[config.mk]
export PLATFORM = sky130hd
export DESIGN_NAME = mdio_frame_master
export DESIGN_NICKNAME = d
export VERILOG_FILES = /design/src/rtl/mdio_pkg.sv /design/src/rtl/mdio_clkdiv.sv /design/src/rtl/mdio_frame_fsm.sv /design/src/rtl/mdio_frame_master.sv
export SDC_FILE = /design/constraint.sdc
export NUM_CORES = 1
export LEC_CHECK = 0
export ABC_AREA = 1
export BUFFER_PORTS_ARGS = -buffer_cell sky130_fd_sc_hd__buf_2
export CORE_ASPECT_RATIO = 0.9
export CORE_UTILIZATION = 30
export CTS_CLUSTER_DIAMETER = 100
export DETAILED_ROUTE_END_ITERATION = 7
export PLACE_DENSITY_LB_ADDON = 0.2
export SYNTH_ARGS = -nofsm -noshare
export SYNTH_HDL_FRONTEND = slang
export SYNTH_SLANG_ARGS = --single-unit
[constraint.sdc]
create_clock -name clk -period 2.54 [get_ports clk]
set_input_delay 0.381 -clock clk [delete_from_list [all_inputs] [get_ports clk]]
set_output_delay 0.381 -clock clk [all_outputs]
set_load 0.005 [all_outputs]
[src/rtl/mdio_pkg.sv]
package mdio_pkg;

    typedef enum logic [2:0] {
        ST_IDLE,
        ST_PRE,
        ST_HDR,
        ST_TA,
        ST_DATA
    } mdio_state_t;

    localparam logic [1:0] OP_WRITE = 2'b01;
    localparam logic [1:0] OP_READ  = 2'b10;

    localparam int PRE_BITS  = 32;
    localparam int HDR_BITS  = 14;
    localparam int TA_BITS   = 2;
    localparam int DATA_BITS = 16;
    localparam int ADDR_BITS = 5;

endpackage

[src/rtl/mdio_clkdiv.sv]
module mdio_clkdiv #(
    parameter int DIV_W = 8
) (
    input  logic             clk,
    input  logic             rst_n,
    input  logic             run,
    input  logic [DIV_W-1:0] div,
    output logic             mdc,
    output logic             rise_evt,
    output logic             fall_evt
);

    logic [DIV_W-1:0] cnt;
    logic             half_end;

    assign half_end = run && (cnt == div - DIV_W'(1));
    assign rise_evt = half_end && !mdc;
    assign fall_evt = half_end && mdc;

    always_ff @(posedge clk or negedge rst_n) begin
        if (!rst_n) begin
            cnt <= '0;
            mdc <= 1'b0;
        end else if (!run) begin
            cnt <= '0;
            mdc <= 1'b0;
        end else if (half_end) begin
            cnt <= '0;
            mdc <= ~mdc;
        end else begin
            cnt <= cnt + DIV_W'(1);
        end
    end

    // a half period never runs past the latched divider
    p_half_in_range_r5: assert property (@(posedge clk) disable iff (!rst_n)
        run |-> (cnt < div));

    // the clock rests low whenever no frame runs
    p_rest_low_r5: assert property (@(posedge clk) disable iff (!rst_n)
        !run |=> !mdc);

endmodule

[src/rtl/mdio_frame_fsm.sv]
module mdio_frame_fsm
    import mdio_pkg::*;
#(
    parameter int DIV_W = 8
) (
    input  logic                 clk,
    input  logic                 rst_n,
    input  logic                 cfg_wr,
    input  logic [1:0]           cfg_op,
    input  logic [ADDR_BITS-1:0] cfg_phy,
    input  logic [ADDR_BITS-1:0] cfg_reg,
    input  logic [DATA_BITS-1:0] cfg_wdata,
    input  logic [DIV_W-1:0]     cfg_div,
    input  logic                 cfg_nopre,
    input  logic                 rise_evt,
    input  logic                 fall_evt,
    input  logic                 mdio_i,
    output logic                 busy,
    output logic                 run,
    output logic [DIV_W-1:0]     div_q,
    output logic                 mdio_o,
    output logic                 mdio_oe,
    output logic                 frame_end,
    output logic                 is_read,
    output logic [DATA_BITS-1:0] rd_word
);

    localparam int CNT_W = $clog2(PRE_BITS);

    mdio_state_t          state, nxt;
    logic [CNT_W-1:0]     bit_cnt;
    logic [1:0]           op_q;
    logic [ADDR_BITS-1:0] phy_q, reg_q;
    logic [DATA_BITS-1:0] wdata_q;
    logic                 start, last_bit;
    logic [HDR_BITS-1:0]  hdr_word;
    logic [3:0]           hdr_idx, dat_idx;

    assign start = cfg_wr && (state == ST_IDLE)
                   && ((cfg_op == OP_WRITE) || (cfg_op == OP_READ))
                   && (cfg_div != '0);

    assign busy      = (state != ST_IDLE);
    assign run       = busy;
    assign is_read   = (op_q == OP_READ);
    assign hdr_word  = {2'b01, op_q, phy_q, reg_q};
    assign hdr_idx   = 4'(HDR_BITS - 1) - bit_cnt[3:0];
    assign dat_idx   = 4'(DATA_BITS - 1) - bit_cnt[3:0];
    assign frame_end = (state == ST_DATA) && last_bit;

    // last bit of the current state, ended by a falling clock edge
    always_comb begin
        last_bit = 1'b0;
        unique case (state)
            ST_IDLE: last_bit = 1'b0;
            ST_PRE:  last_bit = fall_evt && (bit_cnt == CNT_W'(PRE_BITS - 1));
            ST_HDR:  last_bit = fall_evt && (bit_cnt == CNT_W'(HDR_BITS - 1));
            ST_TA:   last_bit = fall_evt && (bit_cnt == CNT_W'(TA_BITS - 1));
            ST_DATA: last_bit = fall_evt && (bit_cnt == CNT_W'(DATA_BITS - 1));
            default: last_bit = 1'b0;
        endcase
    end

    always_comb begin
        nxt = state;
        unique case (state)
            ST_IDLE: if (start)    nxt = cfg_nopre ? ST_HDR : ST_PRE;
            ST_PRE:  if (last_bit) nxt = ST_HDR;
            ST_HDR:  if (last_bit) nxt = ST_TA;
            ST_TA:   if (last_bit) nxt = ST_DATA;
            ST_DATA: if (last_bit) nxt = ST_IDLE;
            default: nxt = ST_IDLE;
        endcase
    end

    // state register, bit counter and request latches
    always_ff @(posedge clk or negedge rst_n) begin
        if (!rst_n) begin
            state   <= ST_IDLE;
            bit_cnt <= '0;
            op_q    <= '0;
            phy_q   <= '0;
            reg_q   <= '0;
            wdata_q <= '0;
            div_q   <= '0;
            rd_word <= '0;
        end else begin
            state <= nxt;
            if (nxt != state) begin
                bit_cnt <= '0;
            end else if (fall_evt) begin
                bit_cnt <= bit_cnt + CNT_W'(1);
            end
            if (start) begin
                op_q    <= cfg_op;
                phy_q   <= cfg_phy;
                reg_q   <= cfg_reg;
                wdata_q <= cfg_wdata;
                div_q   <= cfg_div;
            end
            if (rise_evt && (state == ST_DATA) && is_read) begin
                rd_word <= {rd_word[DATA_BITS-2:0], mdio_i};
            end
        end
    end

    // line outputs, decoded from the state
    always_comb begin
        mdio_o  = 1'b0;
        mdio_oe = 1'b0;
        unique case (state)
            ST_IDLE: begin
                mdio_o  = 1'b0;
                mdio_oe = 1'b0;
            end
            ST_PRE: begin
                mdio_o  = 1'b1;
                mdio_oe = 1'b1;
            end
            ST_HDR: begin
                mdio_o  = hdr_word[hdr_idx];
                mdio_oe = 1'b1;
            end
            ST_TA: begin
                mdio_o  = !is_read && (bit_cnt == '0);
                mdio_oe = !is_read;
            end
            ST_DATA: begin
                mdio_o  = !is_read && wdata_q[dat_idx];
                mdio_oe = !is_read;
            end
            default: begin
                mdio_o  = 1'b0;
                mdio_oe = 1'b0;
            end
        endcase
    end

    // a request during a frame leaves every latched field alone
    p_busy_wr_ignored_r2: assert property (@(posedge clk) disable iff (!rst_n)
        busy && cfg_wr |=> $stable(div_q) && $stable(op_q) && $stable(wdata_q)
                            && $stable(phy_q) && $stable(reg_q));

    // a read releases the line for turnaround and data
    p_read_release_r8: assert property (@(posedge clk) disable iff (!rst_n)
        ((state == ST_TA) || (state == ST_DATA)) && is_read |-> !mdio_oe);

    // preamble is entered only when a frame starts
    p_pre_entry_r4: assert property (@(posedge clk) disable iff (!rst_n)
        (state == ST_PRE) && !$past(state == ST_PRE) |-> $past(state == ST_IDLE));

endmodule

[src/rtl/mdio_frame_master.sv]
module mdio_frame_master
    import mdio_pkg::*;
#(
    parameter int DIV_W = 8
) (
    input  logic                 clk,
    input  logic                 rst_n,
    input  logic                 cfg_wr,
    input  logic [1:0]           cfg_op,
    input  logic [ADDR_BITS-1:0] cfg_phy,
    input  logic [ADDR_BITS-1:0] cfg_reg,
    input  logic [DATA_BITS-1:0] cfg_wdata,
    input  logic [DIV_W-1:0]     cfg_div,
    input  logic                 cfg_nopre,
    input  logic                 done_clr,
    output logic                 busy,
    output logic                 done_flag,
    output logic [DATA_BITS-1:0] rd_data,
    output logic                 mdc,
    output logic                 mdio_o,
    output logic                 mdio_oe,
    input  logic                 mdio_i
);

    logic                 run, rise_evt, fall_evt, frame_end, is_read;
    logic [DIV_W-1:0]     div_q;
    logic [DATA_BITS-1:0] rd_word;

    mdio_clkdiv #(.DIV_W(DIV_W)) u_clk (
        .clk      (clk),
        .rst_n    (rst_n),
        .run      (run),
        .div      (div_q),
        .mdc      (mdc),
        .rise_evt (rise_evt),
        .fall_evt (fall_evt)
    );

    mdio_frame_fsm #(.DIV_W(DIV_W)) u_fsm (
        .clk       (clk),
        .rst_n     (rst_n),
        .cfg_wr    (cfg_wr),
        .cfg_op    (cfg_op),
        .cfg_phy   (cfg_phy),
        .cfg_reg   (cfg_reg),
        .cfg_wdata (cfg_wdata),
        .cfg_div   (cfg_div),
        .cfg_nopre (cfg_nopre),
        .rise_evt  (rise_evt),
        .fall_evt  (fall_evt),
        .mdio_i    (mdio_i),
        .busy      (busy),
        .run       (run),
        .div_q     (div_q),
        .mdio_o    (mdio_o),
        .mdio_oe   (mdio_oe),
        .frame_end (frame_end),
        .is_read   (is_read),
        .rd_word   (rd_word)
    );

    always_ff @(posedge clk or negedge rst_n) begin
        if (!rst_n) begin
            done_flag <= 1'b0;
            rd_data   <= '0;
        end else begin
            if (frame_end) begin
                done_flag <= 1'b1;
            end else if (done_clr) begin
                done_flag <= 1'b0;
            end
            if (frame_end && is_read) begin
                rd_data <= rd_word;
            end
        end
    end

    // no clock while idle
    p_mdc_idle_low_r5: assert property (@(posedge clk) disable iff (!rst_n)
        !busy |-> !mdc);

    // unused op codes start nothing
    p_bad_op_r1: assert property (@(posedge clk) disable iff (!rst_n)
        cfg_wr && !busy && ((cfg_op == 2'b00) || (cfg_op == 2'b11)) |=> !busy);

    // a zero divider starts nothing
    p_zero_div_r6: assert property (@(posedge clk) disable iff (!rst_n)
        cfg_wr && !busy && (cfg_div == '0) |=> !busy);

    // busy drops exactly as the flag appears
    p_busy_end_flag_r3: assert property (@(posedge clk) disable iff (!rst_n)
        $fell(busy) |-> done_flag && !$past(done_flag && !done_clr && busy && !frame_end));

    // line changes only with a falling clock inside a frame
    p_line_on_fall_r9: assert property (@(posedge clk) disable iff (!rst_n)
        busy && $past(busy) && !$fell(mdc) |-> $stable(mdio_o) && $stable(mdio_oe));

    // read data moves only at the end of a read frame
    p_rd_hold_r11: assert property (@(posedge clk) disable iff (!rst_n)
        !(frame_end && is_read) |=> $stable(rd_data));

endmodule

== After elaboration in Yosys (flattened, before gate mapping) ==
Index checks and enable logic that the tools add are counted.
W data, S select, Z words.
Storage, ports and cells
  register bits after elaboration: 86
  input bits: 42
  output and inout bits: 21
  logic and storage cells: 83
Cells by class
  add/sub/neg operators: 5
  magnitude comparators: 2
  eq/ne operators: 14
  mux-type cells: 22
  bitwise logic cells: 1
  reductions and logical operators: 27
Operator list (count)
  $logic_and A1 B1 Y1: 16
  $mux W8: 2
  $mux W3: 5
  $pmux W3 S5: 1
  $eq A5 B4 Y1 const B: 2
  $lt A4 B5 Y1 const B: 2
  $mux W5: 2
  $add A8 B1 Y8 const B: 1
  $bmux W1 S4: 2
  $eq A8 B8 Y1: 1
  $pmux W1 S4: 2
  $reduce_bool A8 Y1: 1
  $sub A4 B4 Y4 const A: 2
  $sub A8 B1 Y8 const B: 1
  $eq A3 B2 Y1 const B: 2
  $mux W1: 6
  $add A5 B1 Y5 const B: 1
  $eq A5 B1 Y1 const B: 1
  $eq A5 B5 Y1 const B: 1
  $logic_not A5 Y1: 1
  $eq A2 B2 Y1 const B: 2
  $reduce_bool A2 Y1: 2
  $reduce_or A2 Y1: 2
  $eq A3 B1 Y1 const B: 1
  other kinds (11): 12

== Longest topological paths before layout ==
  depth after elaboration: 10
  gate-level depth with buffers: 20
  gate-level depth less buffers: 20

== Hierarchy ==
A second synthesis with hierarchy kept.
Unflattened totals
  cells, all modules: 559
  area total of the unflattened synthesis: 4429.2 um^2
Modules (own cells, without submodules)
  mdio_frame_fsm: instances 1, cells each 367, area an instance 2940.3 um^2, sequential area each 1501.4 um^2
  mdio_clkdiv: instances 1, cells each 119, area an instance 765.7 um^2, sequential area each 225.2 um^2
  mdio_frame_master: instances 1, cells each 73, area an instance 723.2 um^2, sequential area each 425.4 um^2

== Worst setup path before layout ==
No wires, ideal clock.
  kind: flip-flop to flip-flop
  start point: register u_fsm.div_q[0]
  end point: register u_fsm.bit_cnt[1]
  setup time: 0.121 ns
  arrival: 2.082 ns
  data required time: 2.419 ns
  slack: 0.337 ns
  cell stages (with the launch flop): 20
  path buffers: 0
  period minus slack after synthesis: 2.203 ns
  cells stage by stage: dfrtp_1 > inv_1 > ha_1 > inv_1 > nand2_1 > nand2_1 > nand2_1 > nand2_1 > nor2_1 > nand3_1 > nor2_4 > nand4_4 > o21ai_1 > nand3_1 > nand2_1 > nand2_1 > nand2_1 > nand2_1 > nand2_2 > nor2_1
On the way
  word-level cells in the longest chain between the ends: 10
  elaborated cells on any way between the ends: 17
  classes of those cells: add/sub (1); eq/ne (2); mux (7); reduce/logical (7)
Ends and longest elaborated chain
  start, declared: line mdio_frame_fsm.sv:20  | output logic [DIV_W-1:0] div_q,
  start signal, assigned: line mdio_frame_fsm.sv:99  | div_q <= cfg_div;
  $sub A8 B1 Y8 (*): line mdio_clkdiv.sv:16  | assign half_end = run && (cnt == div - DIV_W'(1));
  $eq A8 B8 Y1 (*): line mdio_clkdiv.sv:16
  $logic_and A1 B1 Y1 (*): line mdio_clkdiv.sv:16
  $logic_and A1 B1 Y1 (*): line mdio_clkdiv.sv:18  | assign fall_evt = half_end && mdc;
  $logic_and A1 B1 Y1 (on tied branches)
  $pmux W1 S4: line mdio_frame_fsm.sv:54  | unique case (state)
  $mux W3 (on tied branches)
  $pmux W3 S5: line mdio_frame_fsm.sv:66  | unique case (state)
  $ne A3 B3 Y1: line mdio_frame_fsm.sv:89  | if (nxt != state) begin
  $mux W5 / $reduce_bool A2 Y1 (equally long branches)
  end signal, assigned: line mdio_frame_fsm.sv:92  | bit_cnt <= bit_cnt + CNT_W'(1);
  end, declared: line mdio_frame_fsm.sv:31  | logic [CNT_W-1:0] bit_cnt;
Every way passes the cells marked *; elsewhere a longest branch is shown, timed or not.
A chain may end at the register's enable or synchronous reset.

== Worst setup path in the final report ==
  start point: register u_fsm.bit_cnt[0]
  end point: output mdio_o
On the way
  word-level cells in the longest chain between the ends: 5
  elaborated cells on any way between the ends: 10
  classes of those cells: add/sub (2); mux (5); reduce/logical (3)
Ends and longest elaborated chain
  $sub A4 B4 Y4: line mdio_frame_fsm.sv:48  | assign dat_idx = 4'(DATA_BITS - 1) - bit_cnt[3:0];
  $bmux W1 S4: line mdio_frame_fsm.sv:129  | mdio_o = !is_read && wdata_q[dat_idx];
  $mux W1 (implied by the code): line mdio_frame_fsm.sv:129
  $logic_and A1 B1 Y1: line mdio_frame_fsm.sv:129
  $pmux W1 S4 (*): line mdio_frame_fsm.sv:111  | unique case (state)
  end, declared: line mdio_frame_master.sv:20  | output logic mdio_o,
Every way passes the cells marked *; elsewhere a longest branch is shown, timed or not. The select of a mux whose other input is x is not followed.

==> results.sh <==
export IMPL_via_per_inst=4.49
export IMPL_fin_ws_ns=0.146
export IMPL_io_pins=63
export IMPL_grt_use_total=0.147
export IMPL_maxCapViolations=0
export IMPL_grt_overflow=0
export IMPL_synth_cells=527
export IMPL_path_clk_slew_ns=0.06
export IMPL_dp_cells=771
export IMPL_port_buffers=62
export IMPL_period_needed_ns=2.39
export IMPL_start_kind="flip-flop"
export IMPL_cts_tree="yes"
export IMPL_synth_ff_type="dfrtp_1"
export IMPL_final_cells=790
export IMPL_cts_max_level=3
export IMPL_syn_num_nets=576
export IMPL_slew_headroom=0.589
export IMPL_wire_per_inst_microns=12.7
export IMPL_worst_pin_slew_ns=0.616
export IMPL_hold_buffers=0
export IMPL_outcome="complete, no violations"
export IMPL_final_antenna_net_count=0
export IMPL_nFillCells=1417
export IMPL_async_flop_share=1.00
export IMPL_die_area_sq_um=14600
export IMPL_firstDrtPassIters=4
export IMPL_tns_ns=0
export IMPL_post_place_ws_ns=0.168
export IMPL_worstSetupPathType="reg2out"
export IMPL_coreArea_sq_um=13600
export IMPL_nNetsFinal=645
export IMPL_synth_edf_count=0
export IMPL_synthDistinctLibCells=34
export IMPL_fin_crit_sh=0.942
export IMPL_multi_input_area_sq_um=1820
export IMPL_fp_row_count=40
export IMPL_final_layout_size_suffix_gt1_frac=0.201
export IMPL_cp_buffers_inverters=3
export IMPL_syn_area_sq_um=4220
export IMPL_fin_skew_ns=0.00915
export IMPL_required_ns=2.16
export IMPL_worst_hold_slack_ns=0.0454
export IMPL_place_hpwl_microns=7210
export IMPL_antenna_cells=0
export IMPL_ir_worst_vdd_uv=256
export IMPL_critPathArrivalTime_ns=2.01
export IMPL_worstPathMaxFanout=8
export IMPL_yosysWarnings=0
export IMPL_grt_pass1_vias=3364
export IMPL_register_area_sq_um=2150
export IMPL_antenna_found_initial=0
export IMPL_clockBufferDepth=2
export IMPL_vias=3544
export IMPL_die_h_microns=115
export IMPL_ys_seq_area_frac=0.510
export IMPL_drv_slew=0
export IMPL_wirelength_microns=10000
export IMPL_max_stage_delay_ns=0.42
export IMPL_cts_sinks=86
export IMPL_die_w_microns=127
export IMPL_drc=0
export IMPL_path_cells="clkinvlp_4, buf_4, a21oi_1, o21ai_0, o21ai_0, mux2i_1, o21ai_1, nand2_1, nand3_1, buf_2"
export IMPL_cp_slowest_cell="dfrtp_2"
export IMPL_critPathTopFamily="compound AO/OA/AOI/OAI gates"
export IMPL_ys_ff_latch=86
export IMPL_gp_congestion=0.800
export IMPL_static_leakage_power_nw=2.58
export IMPL_grt_pass1_wl_microns=16600
export IMPL_power_density_nw_per_um2=641
export IMPL_insertion_delay_ns=0.34
export IMPL_root_buffer="clkbuf_16"
export IMPL_initial_core_util=0.311
export IMPL_grt_max_degree=48
export IMPL_finalHoldViolCount=0
export IMPL_syn2layout_area_growth_pct=21.8
export IMPL_numCtsBuffers=9
export IMPL_crit_top_cell="o21ai_0"
export IMPL_setup_viol=0
export IMPL_avgSynthCellArea_sq_um=8.01
export IMPL_end_kind="output pin"
export IMPL_hold_path_class="in2async"
export IMPL_drt_iter0_drc=165
export IMPL_max_freq_mhz=418
[cell usage after synthesis, drive strengths merged, types with 2 or more instances]
cell / instances / area [sq um]
nor4: 2 / 12.5
buf: 3 / 15.0
xor2: 12 / 105
inv: 51 / 191
ha: 7 / 87.6
mux2: 2 / 22.5
o22ai: 4 / 25.0
nor2: 56 / 248
nand4: 4 / 40.0
a21oi: 7 / 38.8
nand2: 176 / 666
clkbuf: 14 / 52.6
dfrtp: 86 / 2150
o21ai: 63 / 315
nand3: 29 / 165
[path summary, 6_finish.rpt]
| kind | startpoint | to | slack, ns | cells past startpoint |
|---|---|---|---|---|
| setup reg to reg | u_fsm.div_q[0]$_DFFE_PN0P_ | u_fsm.bit_cnt[2]$_DFFE_PN0P_ | 0.28 | 17 |
| min in group clk | done_clr | done_flag$_DFFE_PN0P_ | 0.23 | 2 |
| max in group asynchronous | rst_n | u_fsm.bit_cnt[0]$_DFFE_PN0P_ | 1.83 | 2 |
| hold reg to reg | u_fsm.wdata_q[13]$_DFFE_PN0P_ | u_fsm.wdata_q[13]$_DFFE_PN0P_ | 0.47 | 2 |
| setup / recovery | u_fsm.bit_cnt[0]$_DFFE_PN0P_ | mdio_o | 0.15 | 10 |
| hold / removal | rst_n | rd_data[5]$_DFFE_PN0P_ | 0.05 | 1 |
[final cells by class]
class	instances	share of cell area
Timing Repair inverter	1	0.000974
Multi-Input combinational cell	372	0.355
Sequential cell	86	0.419
Tap cell	189	0.0460
Clock inverter	7	0.0158
Inverter	52	0.0387
Clock buffer	9	0.0438
Timing Repair Buffer	74	0.0808
[worst register-to-register path: cells and delay by family, from the launching register on]
family                     cells  cell delay (ns)
and+or+nand+nor               14             1.34
xor gates and xnor gates       1             0.14
buffers and inverters          1             0.09
DFF                            1             0.41
adders and majority gates      1             0.20
[routing by layer]
layer	global-route usage	wire length, microns
met3	0.0388	483
met4	0.0548	155
met5	0	0
met2	0.213	4160
met1	0.208	5230
[power breakdown]
part / internal, mW / switching (mW)
Sequential: 1.46 / 0.0960
Clock: 0.776 / 0.577
Combinational: 0.161 / 0.227
Total: 2.40 / 0.900
[through the flow]
stage	total power, mW	instance area, sq um	util
after global placement	1.96	4790	0.353
after global routing	3.47	5140	0.379
after CTS	3.34	5100	0.376
final	3.30	5140	0.379
after floorplan	1.81	4220	-
after detailed placement	1.97	4790	0.353
[state kept, by name (all words and copies together), names as in the netlist]
signal and cells:
done_flag 1, u_fsm.rd_word 16, u_fsm.wdata_q 16, u_fsm.state 3, u_fsm.phy_q 5, u_fsm.op_q 2, rd_data 16, u_fsm.reg_q 5
u_fsm.bit_cnt 5, u_fsm.div_q 8, u_clk.cnt 8, u_clk.mdc 1
[logic make-up after synthesis]
logic type,Yosys count,synth area share
simple gates,270,0.272
flops,86,0.510
compound gates,80,0.102
buf+inv,69,0.0622
xor+xnor,12,0.0249
fa+ha+maj,7,0.0207
mux,3,0.00771
[what timing repair did]
action | 4_1_cts | 5_1_grt
gates resized for setup | 0 | 10
setup buffers | 0 | 2
setup endpoints to repair | 0 | 34
[layout by cell type (no fill, tap or decap), types with 2 or more instances in the layout]
master     count
a21oi_1        6
buf_2         61
buf_4         12
clkbuf_16      9
clkinv_4       3
dfrtp_1       84
dfrtp_2        2
ha_1           6
inv_1         44
inv_2          6
mux2_2         2
nand2_1      174
nand2_2        2
nand3_1       25
nand3_2        4
nand4_1        3
nor2_1        49
nor2_2         3
nor2_4         4
nor4_1         2
o21ai_0       61
o22ai_1        4
xor2_1        12
Note: power is estimated with default switching activity, not from simulation.
